<file path="src/rtl/ecc_resp_pkg.sv">
package ecc_resp_pkg;

    typedef enum logic [2:0] {
        KIND_RD_ONE  = 3'd0,
        KIND_RD_LINE = 3'd1,
        KIND_WR_ONE  = 3'd2,
        KIND_WR_LINE = 3'd3,
        KIND_SCRUB   = 3'd4
    } acc_kind_e;

    typedef enum logic [1:0] {
        CLS_NONE  = 2'd0,
        CLS_SGL   = 2'd1,
        CLS_MULTI = 2'd2
    } err_cls_e;

    // number of Hamming parity bits needed for dw data bits
    function automatic int ham_bits(input int dw);
        for (int k = 1; k < 16; k++) begin
            if ((1 << k) >= dw + k + 1) return k;
        end
        return 16;
    endfunction

    // code position (1-based) of data bit idx: skips powers of two
    function automatic int data_pos(input int idx);
        int cnt;
        cnt = 0;
        for (int p = 3; p < 4096; p++) begin
            if ((p & (p - 1)) != 0) begin
                if (cnt == idx) return p;
                cnt++;
            end
        end
        return 0;
    endfunction

endpackage

</file>
<file path="src/rtl/ecc_secded_enc.sv">
module ecc_secded_enc
    import ecc_resp_pkg::*;
#(
    parameter int DATA_W = 64,
    localparam int HAM_W = ham_bits(DATA_W),
    localparam int CHK_W = HAM_W + 1
) (
    input  logic [DATA_W-1:0] data,
    output logic [CHK_W-1:0]  chk
);

    logic [HAM_W-1:0][DATA_W-1:0] sel;
    logic [HAM_W-1:0]             ham;

    for (genvar p = 0; p < HAM_W; p++) begin : g_par
        for (genvar j = 0; j < DATA_W; j++) begin : g_bit
            localparam int POS = data_pos(j);
            assign sel[p][j] = ((POS >> p) & 1) != 0 ? data[j] : 1'b0;
        end
        assign ham[p] = ^sel[p];
    end

    assign chk = {(^data) ^ (^ham), ham};

endmodule

</file>
<file path="src/rtl/ecc_secded_dec.sv">
module ecc_secded_dec
    import ecc_resp_pkg::*;
#(
    parameter int DATA_W = 64,
    localparam int HAM_W = ham_bits(DATA_W),
    localparam int CHK_W = HAM_W + 1
) (
    input  logic [DATA_W-1:0] data,
    input  logic [CHK_W-1:0]  chk,
    output logic [DATA_W-1:0] fixed,
    output err_cls_e          cls,
    output logic [CHK_W-1:0]  syn
);

    localparam logic [HAM_W-1:0] MAX_POS = HAM_W'(data_pos(DATA_W - 1));

    logic [CHK_W-1:0]  recalc;
    logic [HAM_W-1:0]  syn_h;
    logic              par_odd;
    logic [DATA_W-1:0] flip;

    ecc_secded_enc #(.DATA_W(DATA_W)) i_enc (
        .data (data),
        .chk  (recalc)
    );

    assign syn_h   = recalc[HAM_W-1:0] ^ chk[HAM_W-1:0];
    assign par_odd = (^data) ^ (^chk);
    assign syn     = {par_odd, syn_h};

    always_comb begin
        if (!par_odd) begin
            cls = (syn_h == '0) ? CLS_NONE : CLS_MULTI;
        end else begin
            cls = (syn_h <= MAX_POS) ? CLS_SGL : CLS_MULTI;
        end
    end

    for (genvar j = 0; j < DATA_W; j++) begin : g_flip
        localparam logic [HAM_W-1:0] POS_V = HAM_W'(data_pos(j));
        assign flip[j] = (cls == CLS_SGL) && (syn_h == POS_V);
    end

    assign fixed = data ^ flip;

endmodule

</file>
<file path="src/rtl/ecc_resp_log.sv">
module ecc_resp_log
    import ecc_resp_pkg::*;
#(
    parameter int ADDR_W = 32,
    parameter int CHK_W  = 8
) (
    input  logic              clk,
    input  logic              rst_n,
    input  logic              ev_valid,
    input  err_cls_e          ev_cls,
    input  acc_kind_e         ev_kind,
    input  logic [ADDR_W-1:0] ev_addr,
    input  logic [CHK_W-1:0]  ev_syn,
    input  logic              ev_mck,
    input  logic [2:0]        clr,
    input  logic              irq_en,
    input  logic              mchk_en,
    output logic              irq,
    output logic              mchk,
    output logic              st_sbe,
    output logic              st_mbe,
    output logic              st_mck,
    output logic [1:0]        st_cls,
    output logic [2:0]        st_kind,
    output logic [ADDR_W-1:0] st_addr,
    output logic [CHK_W-1:0]  st_syn
);

    typedef struct packed {
        logic              sbe;
        logic              mbe;
        logic              mck;
        err_cls_e          cls;
        acc_kind_e         kind;
        logic [ADDR_W-1:0] addr;
        logic [CHK_W-1:0]  syn;
    } log_t;

    log_t log_d, log_q;

    always_comb begin
        log_d = log_q;
        if (clr[0]) log_d.sbe = 1'b0;
        if (clr[1]) log_d.mbe = 1'b0;
        if (clr[2]) log_d.mck = 1'b0;
        if (!log_d.sbe && !log_d.mbe) log_d.cls = CLS_NONE;
        if (ev_valid && ev_cls != CLS_NONE) begin
            if (ev_cls == CLS_SGL) log_d.sbe = 1'b1;
            else                   log_d.mbe = 1'b1;
            if (ev_mck)            log_d.mck = 1'b1;
            if (ev_cls > log_d.cls) begin
                log_d.cls  = ev_cls;
                log_d.kind = ev_kind;
                log_d.addr = ev_addr;
                log_d.syn  = ev_syn;
            end
        end
    end

    always_ff @(posedge clk or negedge rst_n) begin
        if (!rst_n) log_q <= '0;
        else        log_q <= log_d;
    end

    assign irq     = irq_en && (log_q.sbe || log_q.mbe);
    assign mchk    = mchk_en && log_q.mck;
    assign st_sbe  = log_q.sbe;
    assign st_mbe  = log_q.mbe;
    assign st_mck  = log_q.mck;
    assign st_cls  = log_q.cls;
    assign st_kind = log_q.kind;
    assign st_addr = log_q.addr;
    assign st_syn  = log_q.syn;

endmodule

</file>
<file path="src/rtl/ecc_resp_ctrl.sv">
module ecc_resp_ctrl
    import ecc_resp_pkg::*;
#(
    parameter int DATA_W = 64,
    parameter int ADDR_W = 32,
    parameter int LANE_W = 8,
    localparam int HAM_W = ham_bits(DATA_W),
    localparam int CHK_W = HAM_W + 1,
    localparam int LANES = DATA_W / LANE_W
) (
    input  logic              clk,
    input  logic              rst_n,
    input  logic              beat_valid,
    input  logic [2:0]        beat_kind,
    input  logic [ADDR_W-1:0] beat_addr,
    input  logic [DATA_W-1:0] mem_data,
    input  logic [CHK_W-1:0]  mem_chk,
    input  logic [DATA_W-1:0] wr_data,
    input  logic [LANES-1:0]  wr_be,
    input  logic              irq_en,
    input  logic              mchk_en,
    input  logic              scrub_wb_en,
    input  logic [2:0]        st_clr,
    output logic              bus_ack,
    output logic              rd_valid,
    output logic [DATA_W-1:0] rd_data,
    output logic              wb_valid,
    output logic [ADDR_W-1:0] wb_addr,
    output logic [DATA_W-1:0] wb_data,
    output logic [CHK_W-1:0]  wb_chk,
    output logic              irq,
    output logic              mchk,
    output logic              st_sbe,
    output logic              st_mbe,
    output logic              st_mck,
    output logic [1:0]        st_cls,
    output logic [2:0]        st_kind,
    output logic [ADDR_W-1:0] st_addr,
    output logic [CHK_W-1:0]  st_syn
);

    typedef struct packed {
        logic              ack;
        logic              rd_v;
        logic [DATA_W-1:0] rd_data;
        logic              wb_v;
        logic [ADDR_W-1:0] wb_addr;
        logic [DATA_W-1:0] wb_data;
        logic [CHK_W-1:0]  wb_chk;
    } out_t;

    out_t              out_d, out_q;
    acc_kind_e         kind;
    err_cls_e          dec_cls;
    logic [DATA_W-1:0] fixed;
    logic [CHK_W-1:0]  dec_syn;
    logic [DATA_W-1:0] merged;
    logic [DATA_W-1:0] wb_src;
    logic [CHK_W-1:0]  wb_src_chk;
    logic              ev_valid;
    logic              ev_mck;

    assign kind = acc_kind_e'(beat_kind);

    ecc_secded_dec #(.DATA_W(DATA_W)) i_dec (
        .data  (mem_data),
        .chk   (mem_chk),
        .fixed (fixed),
        .cls   (dec_cls),
        .syn   (dec_syn)
    );

    for (genvar l = 0; l < LANES; l++) begin : g_lane
        assign merged[l*LANE_W +: LANE_W] = wr_be[l] ? wr_data[l*LANE_W +: LANE_W]
                                                     : fixed[l*LANE_W +: LANE_W];
    end

    always_comb begin
        case (kind)
            KIND_WR_LINE: wb_src = wr_data;
            KIND_SCRUB:   wb_src = fixed;
            default:      wb_src = merged;
        endcase
    end

    ecc_secded_enc #(.DATA_W(DATA_W)) i_wb_enc (
        .data (wb_src),
        .chk  (wb_src_chk)
    );

    always_comb begin
        out_d    = '0;
        ev_valid = 1'b0;
        ev_mck   = 1'b0;
        if (beat_valid) begin
            case (kind)
                KIND_RD_ONE, KIND_RD_LINE: begin
                    out_d.ack     = 1'b1;
                    out_d.rd_v    = 1'b1;
                    out_d.rd_data = (dec_cls == CLS_MULTI) ? mem_data : fixed;
                    ev_valid      = 1'b1;
                    ev_mck        = (dec_cls == CLS_MULTI);
                end
                KIND_WR_ONE: begin
                    out_d.ack = 1'b1;
                    ev_valid  = 1'b1;
                    ev_mck    = (dec_cls == CLS_MULTI);
                    if (dec_cls != CLS_MULTI) begin
                        out_d.wb_v    = 1'b1;
                        out_d.wb_addr = beat_addr;
                        out_d.wb_data = wb_src;
                        out_d.wb_chk  = wb_src_chk;
                    end
                end
                KIND_WR_LINE: begin
                    out_d.ack     = 1'b1;
                    out_d.wb_v    = 1'b1;
                    out_d.wb_addr = beat_addr;
                    out_d.wb_data = wb_src;
                    out_d.wb_chk  = wb_src_chk;
                end
                KIND_SCRUB: begin
                    ev_valid = 1'b1;
                    if (dec_cls == CLS_SGL && scrub_wb_en) begin
                        out_d.wb_v    = 1'b1;
                        out_d.wb_addr = beat_addr;
                        out_d.wb_data = wb_src;
                        out_d.wb_chk  = wb_src_chk;
                    end
                end
                default: ;
            endcase
        end
    end

    always_ff @(posedge clk or negedge rst_n) begin
        if (!rst_n) out_q <= '0;
        else        out_q <= out_d;
    end

    assign bus_ack  = out_q.ack;
    assign rd_valid = out_q.rd_v;
    assign rd_data  = out_q.rd_data;
    assign wb_valid = out_q.wb_v;
    assign wb_addr  = out_q.wb_addr;
    assign wb_data  = out_q.wb_data;
    assign wb_chk   = out_q.wb_chk;

    ecc_resp_log #(.ADDR_W(ADDR_W), .CHK_W(CHK_W)) i_log (
        .clk      (clk),
        .rst_n    (rst_n),
        .ev_valid (ev_valid),
        .ev_cls   (dec_cls),
        .ev_kind  (kind),
        .ev_addr  (beat_addr),
        .ev_syn   (dec_syn),
        .ev_mck   (ev_mck),
        .clr      (st_clr),
        .irq_en   (irq_en),
        .mchk_en  (mchk_en),
        .irq      (irq),
        .mchk     (mchk),
        .st_sbe   (st_sbe),
        .st_mbe   (st_mbe),
        .st_mck   (st_mck),
        .st_cls   (st_cls),
        .st_kind  (st_kind),
        .st_addr  (st_addr),
        .st_syn   (st_syn)
    );

endmodule

</file>
<file path="config.mk">
export PLATFORM = sky130hd
export DESIGN_NAME = ecc_resp_ctrl
export DESIGN_NICKNAME = d
export VERILOG_FILES = /design/src/rtl/ecc_resp_pkg.sv /design/src/rtl/ecc_secded_enc.sv /design/src/rtl/ecc_secded_dec.sv /design/src/rtl/ecc_resp_log.sv /design/src/rtl/ecc_resp_ctrl.sv
export SDC_FILE = /design/constraint.sdc
export NUM_CORES = 1
export LEC_CHECK = 0
export CELL_PAD_IN_SITES_DETAIL_PLACEMENT = 0
export CELL_PAD_IN_SITES_GLOBAL_PLACEMENT = 1
export CORE_UTILIZATION = 25
export CTS_CLUSTER_DIAMETER = 120
export DETAILED_ROUTE_END_ITERATION = 16
export PLACE_DENSITY = 0.66
export REMOVE_ABC_BUFFERS = 1
export SYNTH_ARGS = -nofsm -noshare
export SYNTH_HDL_FRONTEND = slang
export SYNTH_SLANG_ARGS = --single-unit
</file>
<file path="constraint.sdc">
create_clock -name clk -period 3.6 [get_ports clk]
set_input_delay 0.54 -clock clk [delete_from_list [all_inputs] [get_ports clk]]
set_output_delay 0.54 -clock clk [all_outputs]
set_load 0.05 [all_outputs]
</file>
==> results.ini, run 1 <==
[timing]
rsz0062_at_grt = true
slew_violations = 0
hold-worst-slack_ps = -30.7
max_freq_ghz = 0.206
worst_slew_pin_slew_ps = 1050
tns_ps = -137710
fin_crit_sh = 1.35
fin_ws_ps = -1250
slew_headroom = 0.300
skew_ps = 12.4
hold_viol = 9
fin_crit_ps = 4850
setup_viol = 152

[yosys]
netlist_area_um2 = 12400
synth.area.top_cells = dfrtp_1, xnor2_1, xnor3_1
yosysTopAreaCellShare = 0.443
synth_seq_cells = 219
ys_seq_area_frac = 0.443
synth_top_cell_by_area = dfrtp_1
synth_cell_types = 51
yosysWarningCount = 0
synth-async-reset-ratio = 1.00
synth_edf_count = 0
synth_ff_type = dfrtp_1
postSynthAreaPerCell_um2 = 11.5
synthCells = 1075

[setup_path]
worstPathArrival_ps = 5300
end_kind = register
slowest_stage = xnor3_2
start_kind = input pin
cpMostUsedCell = xnor3_1
crit_chain = buf_2 -> xnor2_2 -> xnor3_1 -> xnor3_2 -> buf_6 -> buf_6 -> xnor2_2 -> nor4_4 -> buf_4 -> o211ai_1 -> xor2_2 -> buf_4 -> mux2_4 -> xor2_4 -> xnor3_2 -> buf_4 -> xnor3_1 -> xnor3_1 -> xnor3_1 -> nor2_1
cp_max_fo = 5
critPathMaxStageDelay_ps = 470
required_ps = 4050
ff2ff_setup_slack_ps = 1490
crit_type = input pin to register

[grt]
use_met1 = 0.282
met2_usage = 0.375
grt_most_used_layer = met2
grt_pass1_vias = 12028
antenna_found_initial = 10
grt_overflow = 0
track_usage = 0.220
grt_max_degree = 115
met3_usage = 0.0361
grt_first_pass_wirelength_um = 79800

[placed_design]
dp_hpwl_um = 45200
place.port_buffers = 408
dp_cells = 2471
preCtsSetupSlack_ps = -2660
place_congestion = 0.912

[route]
viasPerCell = 4.38
dr.pass1.iters = 5
vias = 11596
wl_um = 58900
drc = 0
postRouteAntennaNets = 0
wl_per_cell_um = 22.3
drt_iter0_drc = 579

[power_and_ir_drop]
p_clk_frac = 0.121
p_seq_frac = 0.134
peakVddDrop_v = 0.000668
powerDensity_nw_per_um2 = 964
swShare = 0.413
p_leak_uw = 0.0112
intPower_uw = 13800
p_sw_uw = 9730
combPwrFrac = 0.745

[final_layout]
layout.cells.non_filler = 2646
fin_nets = 2145
post-route-util = 0.501
n_fill_cell = 4456
synthToLayoutAreaGrowth_pct = 97.7
ff_latch_area_um2 = 5480
drive_gt1_frac = 0.471
multi_input_area_um2 = 8710

[clock_tree]
path_clk_slew_ps = 70
cts_tree = yes
clkSinkCount = 219
cts_buffers = 26
cts_max_path_buffers = 3
cts-root-buf = clkbuf_16
clk_latency_ps = 560
h-tree-depth = 1

[floorplan]
core_area_um2 = 48800
dieArea_um2 = 50400
start_util = 0.253
die_y_um = 224
design.portCount = 409
die_w_um = 224
num_rows = 81

[min_path]
hold_class = input pin to asynchronous set/reset pin

[flow_run]
cap_viol_max_count = 0

[run_status]
outcome = finished with violations
violations = negative hold slack, negative setup slack

[cell type report]
cell class,instances,share of cell area
clock buffer,31,0.0286
sequential,219,0.224
multi-input combinational,769,0.356
tap,664,0.0340
timing repair buffer,892,0.340
inverter,46,0.00716
antenna,8,0.000819
clock inverter,17,0.00916
[cells in the final DEF (no fill, tap or decap), types with 5 or more instances in the layout]
cell / synthesis / layout
dlygate4sd2_1: 0 / 13
clkdlybuf4s15_1: 0 / 5
nor2_2: 0 / 7
xnor2_4: 2 / 19
xor2_4: 0 / 8
a211oi_4: 1 / 6
o21ai_0: 8 / 8
nor2_4: 0 / 58
xnor3_2: 5 / 19
nand2_1: 16 / 14
mux2_4: 0 / 49
xnor3_1: 46 / 32
xnor2_1: 182 / 91
buf_8: 0 / 11
nor2_1: 147 / 82
o211ai_1: 36 / 36
and2_1: 52 / 50
buf_2: 3 / 18
a211oi_1: 24 / 9
mux2i_1: 14 / 7
dfrtp_1: 219 / 219
a21oi_1: 26 / 25
buf_12: 0 / 24
a31o_2: 10 / 9
clkinv_2: 0 / 5
inv_1: 46 / 44
diode_2: 0 / 8
buf_4: 0 / 372
clkbuf_2: 0 / 17
buf_6: 0 / 85
mux2_2: 74 / 25
nor2b_1: 6 / 6
clkdlybuf4s50_1: 0 / 337
xor2_1: 58 / 40
xnor2_2: 3 / 77
xor2_2: 1 / 11
clkbuf_16: 0 / 31
a211oi_2: 3 / 13
[Yosys cell counts, drive strengths merged, types with 2 or more instances]
library cell / instances
dfrtp: 219
xnor2: 187
nor2: 147
mux2: 74
xor2: 59
and2: 52
xnor3: 51
inv: 46
o211ai: 37
clkbuf: 36
a211oi: 28
a21oi: 26
nand2: 16
mux2i: 14
a31o: 10
o21ai: 8
nor3: 7
nor2b: 6
buf: 5
nand3: 5
or3: 5
and3: 4
nand2b: 4
ha: 3
o21a: 3
xor3: 3
and3b: 2
nand4: 2
nor3b: 2
nor4: 2
o211a: 2
[logic make-up after synthesis]
group           share of synthesized area
compound gates                     0.0725
xor+xnor                            0.279
fa+ha+maj                         0.00303
buf+inv                            0.0267
flops                               0.443
mux                                0.0787
simple gates                       0.0972
[layer usage]
metal	up-vias	share of wire
met3	80	0.052
met2	338	0.49
met4	0	0.032
met5	-	0
li1	5357	-
met1	5821	0.42
[final timing paths]
check                                           endpoint                         start  cells after the start
setup / recovery                     wb_chk[7]$_DFF_PN0_                  mem_data[26]                     20
hold / removal                     rd_data[29]$_DFF_PN0_                         rst_n                      1
setup reg to reg           i_log.st_addr[17]$_DFFE_PN0P_        i_log.st_sbe$_DFF_PN0_                      9
hold reg to reg             i_log.st_kind[1]$_DFFE_PN0P_  i_log.st_kind[1]$_DFFE_PN0P_                      1
max in group asynchronous          wb_data[56]$_DFF_PN0_                         rst_n                      1
min in group clk                    rd_data[9]$_DFF_PN0_                   mem_data[9]                      4
[worst max-delay path: cells and delay by family]
family / cells / cell delay [ps]
buffers and inverters: 6 / 920
muxes: 1 / 330
AOI/OAI and AO/OA: 1 / 170
and+or+nand+nor: 2 / 320
xor gates and xnor gates: 10 / 3000
[power groups by stage]
stage / Clock (uW) / Combinational (uW) / Sequential, uW
floorplan: 0 / 5380 / 4760
finish: 2850 / 17600 / 3170
detailed placement: 0 / 12600 / 3190
global route: 3020 / 18300 / 3210
global placement: 0 / 12500 / 3180
CTS: 2920 / 15500 / 3160
[sequential cells by signal, indices dropped and copies added (netlist names), 2 cells and up]
register / count
i_log.st_addr: 32
i_log.st_kind: 3
i_log.st_cls: 2
wb_addr: 32
wb_data: 64
rd_data: 64
i_log.st_syn: 8
wb_chk: 8
[per-stage QoR]
stage | area [um2] | hold slack [ps] | total power [uW]
finish | 24500 | -30.7 | 23600
global route | 24500 | 65.8 | 24600
CTS | 22700 | 64.1 | 21600
detailed placement | 20100 | 495 | 15800
global placement | 20100 | 491 | 15700
floorplan | 12200 | 244 | 10100
[timing repair]
item | in CTS | in global routing
hold buffers | 0 | 0
setup buffers | 76 | 49
endpoints found under the setup margin | 161 | 149
resized for setup | 424 | 340
gates cloned | 3 | 7
pin swaps | 126 | 139
Power figures use the tool's default switching activity.
==> inputs of run 2 (changes only) <==
CORE_MARGIN = 5   (was not set)
==> run 2 against run 1 <==
  * The run ends with negative setup slack left
  * Clock power is 6% lower
  * Sequential power hardly changed
  * Wire length up 0.67%
  * Hold slack better by 530 ps
  * Via count is 0.18% higher
  * Design area down 5.3%
  * Critical path depth decreased by 4
  * Utilization shrank 2.8 points
  * Total power fell by 4.7%
  * Die area up 7.3%
  * Worst setup slack lost 180 ps
  * Largest power group unchanged
==> results.ini, run 2 (synthesis results as in run 1) <==
[timing]
setup_viol = 118  ; -22%
fin_crit_ps = 5030  ; +176 ps
slew_headroom = 0.519  ; +0.219
tns_ps = -32140  ; +105,570 ps
hold_viol = 0  ; -9
worst_slew_pin_slew_ps = 721  ; -328 ps
fin_ws_ps = -1430  ; -176 ps
skew_ps = 19.5  ; +7.14 ps
fin_crit_sh = 1.40  ; +0.0490
rsz0062_at_grt = true
max_freq_ghz = 0.199  ; -3.5%
hold-worst-slack_ps = 503  ; +533 ps
slew_violations = 0  ; unchanged

[final_layout]
layout_commonest_cell = buf_4
synthToLayoutAreaGrowth_pct = 87.2
n_fill_cell = 4502  ; +1.0%
ff_latch_area_um2 = 5480  ; unchanged
multi_input_area_um2 = 7940  ; -8.8%
drive_gt1_frac = 0.405  ; -0.0666
fin_nets = 2119  ; -1.2%
final_cell_mix = buf_4, clkdlybuf4s50_1, dfrtp_1

[setup_path]
rr_endpoint = i_log.st_addr[9]$_DFFE_PN0P_
reg2reg_depth = 9  ; unchanged
ff2ff_setup_slack_ps = 1420  ; -70 ps
start_kind = input pin
timing.rr.start = i_log.st_mbe$_DFF_PN0_
crit_type = input pin to register
cp_max_fo = 6  ; +1
worstPathArrival_ps = 5520  ; +220 ps
required_ps = 4100  ; +50 ps
end_kind = register

[grt]
grt_overflow = 0  ; unchanged
track_usage = 0.207  ; -0.0132
grt_pass1_vias = 12396  ; +3.1%
grt_first_pass_wirelength_um = 82800  ; +3.7%
grt_max_degree = 71  ; -38%
antenna_found_initial = 9  ; -1

[clock_tree]
clkSinkCount = 219  ; unchanged
h-tree-depth = 1  ; unchanged
cts_max_path_buffers = 3  ; unchanged
cts_tree = yes
cts-root-buf = clkbuf_16
clk_latency_ps = 570  ; about the same
path_clk_slew_ps = 60  ; about the same
cts_buffers = 26  ; unchanged

[route]
vias = 11617  ; +0.18%
viasPerCell = 4.44  ; +1.3%
wl_per_cell_um = 22.6  ; +1.7%
postRouteAntennaNets = 0  ; unchanged
wl_um = 59300  ; +0.67%
dr.pass1.iters = 4  ; -1
drc = 0  ; unchanged
drt_iter0_drc = 700  ; +21%

[run_status]
violations = negative setup slack
outcome = finished with violations

[floorplan]
die_y_um = 232  ; +3.6%
die_w_um = 232  ; +3.6%
start_util = 0.253  ; -0.000524
dieArea_um2 = 54000  ; +7.3%
core_area_um2 = 49000  ; +0.21%
num_rows = 81  ; unchanged
design.portCount = 409  ; unchanged

[power_and_ir_drop]
peakVddDrop_v = 0.000561  ; -16%
powerDensity_nw_per_um2 = 970  ; +0.63%
p_leak_uw = 0.0107  ; -4.9%
combPwrFrac = 0.740  ; -0.005
fin_total_pwr_uw = 22500  ; -4.7%
p_seq_frac = 0.141  ; +0.007
p_clk_frac = 0.120  ; about the same
p_sw_uw = 9500  ; -2.3%
intPower_uw = 13000  ; -6.4%
swShare = 0.423  ; +0.0103

[min_path]
min_path_cells = 4
hold_class = input pin to register
hp-start = mem_data[58]
min_to = rd_data[58]$_DFF_PN0_

[placed_design]
place.port_buffers = 408  ; unchanged
preCtsSetupSlack_ps = -2940  ; -283 ps
place_congestion = 0.937  ; +2.7%
dp_hpwl_um = 47000  ; +4.1%

[flow_run]
cap_viol_max_count = 0  ; unchanged

-- run 2: repair_timing --
action,in CTS,in global routing
resized for setup,300,116
buffers inserted,56,27
endpoints found under the hold margin,62,0
hold buffers,1,0
gates cloned,3,2
pin swaps,91,66
endpoints found under the setup margin,216,149
-- run 2: power by group through the flow --
stage	logic, uW	registers, uW	clock network (uW)
after global placement	12800	3170	0
after global routing	17300	3200	2850
after detailed placement	12900	3190	0
final	16600	3160	2690
after floorplan	5380	4760	0
after CTS	15000	3160	2760
-- run 2: routing by layer --
metal	wire, um	share of wire	vias to the layer above	track usage
met5	0	0	-	0
met4	1670	0.028	0	0.0576
met3	3470	0.059	92	0.0379
met2	29900	0.50	381	0.364
met1	24200	0.41	5860	0.261
li1	-	-	5284	-
-- run 2: worst max-delay path by stage --
stage,from,to,slack [ps],depth (start not counted)
2_1_floorplan,mem_data[13],wb_addr[0]$_DFF_PN0_,-3340,11
3_3_place_gp,mem_data[9],wb_chk[7]$_DFF_PN0_,-3050,20
3_5_place_dp,mem_data[9],wb_chk[7]$_DFF_PN0_,-2940,20
4_1_cts,mem_data[20],wb_chk[7]$_DFF_PN0_,-1290,16
5_1_grt,mem_data[6],wb_chk[7]$_DFF_PN0_,-1530,19
6_report,mem_data[50],wb_chk[7]$_DFF_PN0_,-1430,16
-- run 2: worst max-delay path, cell delays in order --
cell and delay [ps]:
clkdlybuf4s15_2 250, xnor3_1 430, xor2_1 240, xnor3_2 440, or3_4 440, a211o_4 410, a211oi_4 250, xnor2_2 110
mux2i_1 190, xor3_1 470, xnor3_1 380, xnor3_1 380, xnor3_1 260, xnor2_1 210, xnor3_1 420, nor2_1 90
-- run 2: final cells by class --
type	instances	area share
Timing Repair Buffer	866	0.339
Sequential cell	219	0.237
Clock buffer	39	0.0332
Clock inverter	9	0.00400
Antenna cell	6	0.000648
Multi-Input combinational cell	769	0.343
Inverter	46	0.00757
Tap cell	664	0.0359
-- run 2: per-stage QoR --
step / utilization / area (um2) / std cells
global placement: 0.411 / 20100 / 2483
CTS: 0.457 / 22400 / 2590
finish: 0.473 / 23200 / 2618
detailed placement: 0.411 / 20100 / 2483
floorplan: - / 12200 / 1034
global route: 0.473 / 23200 / 2617
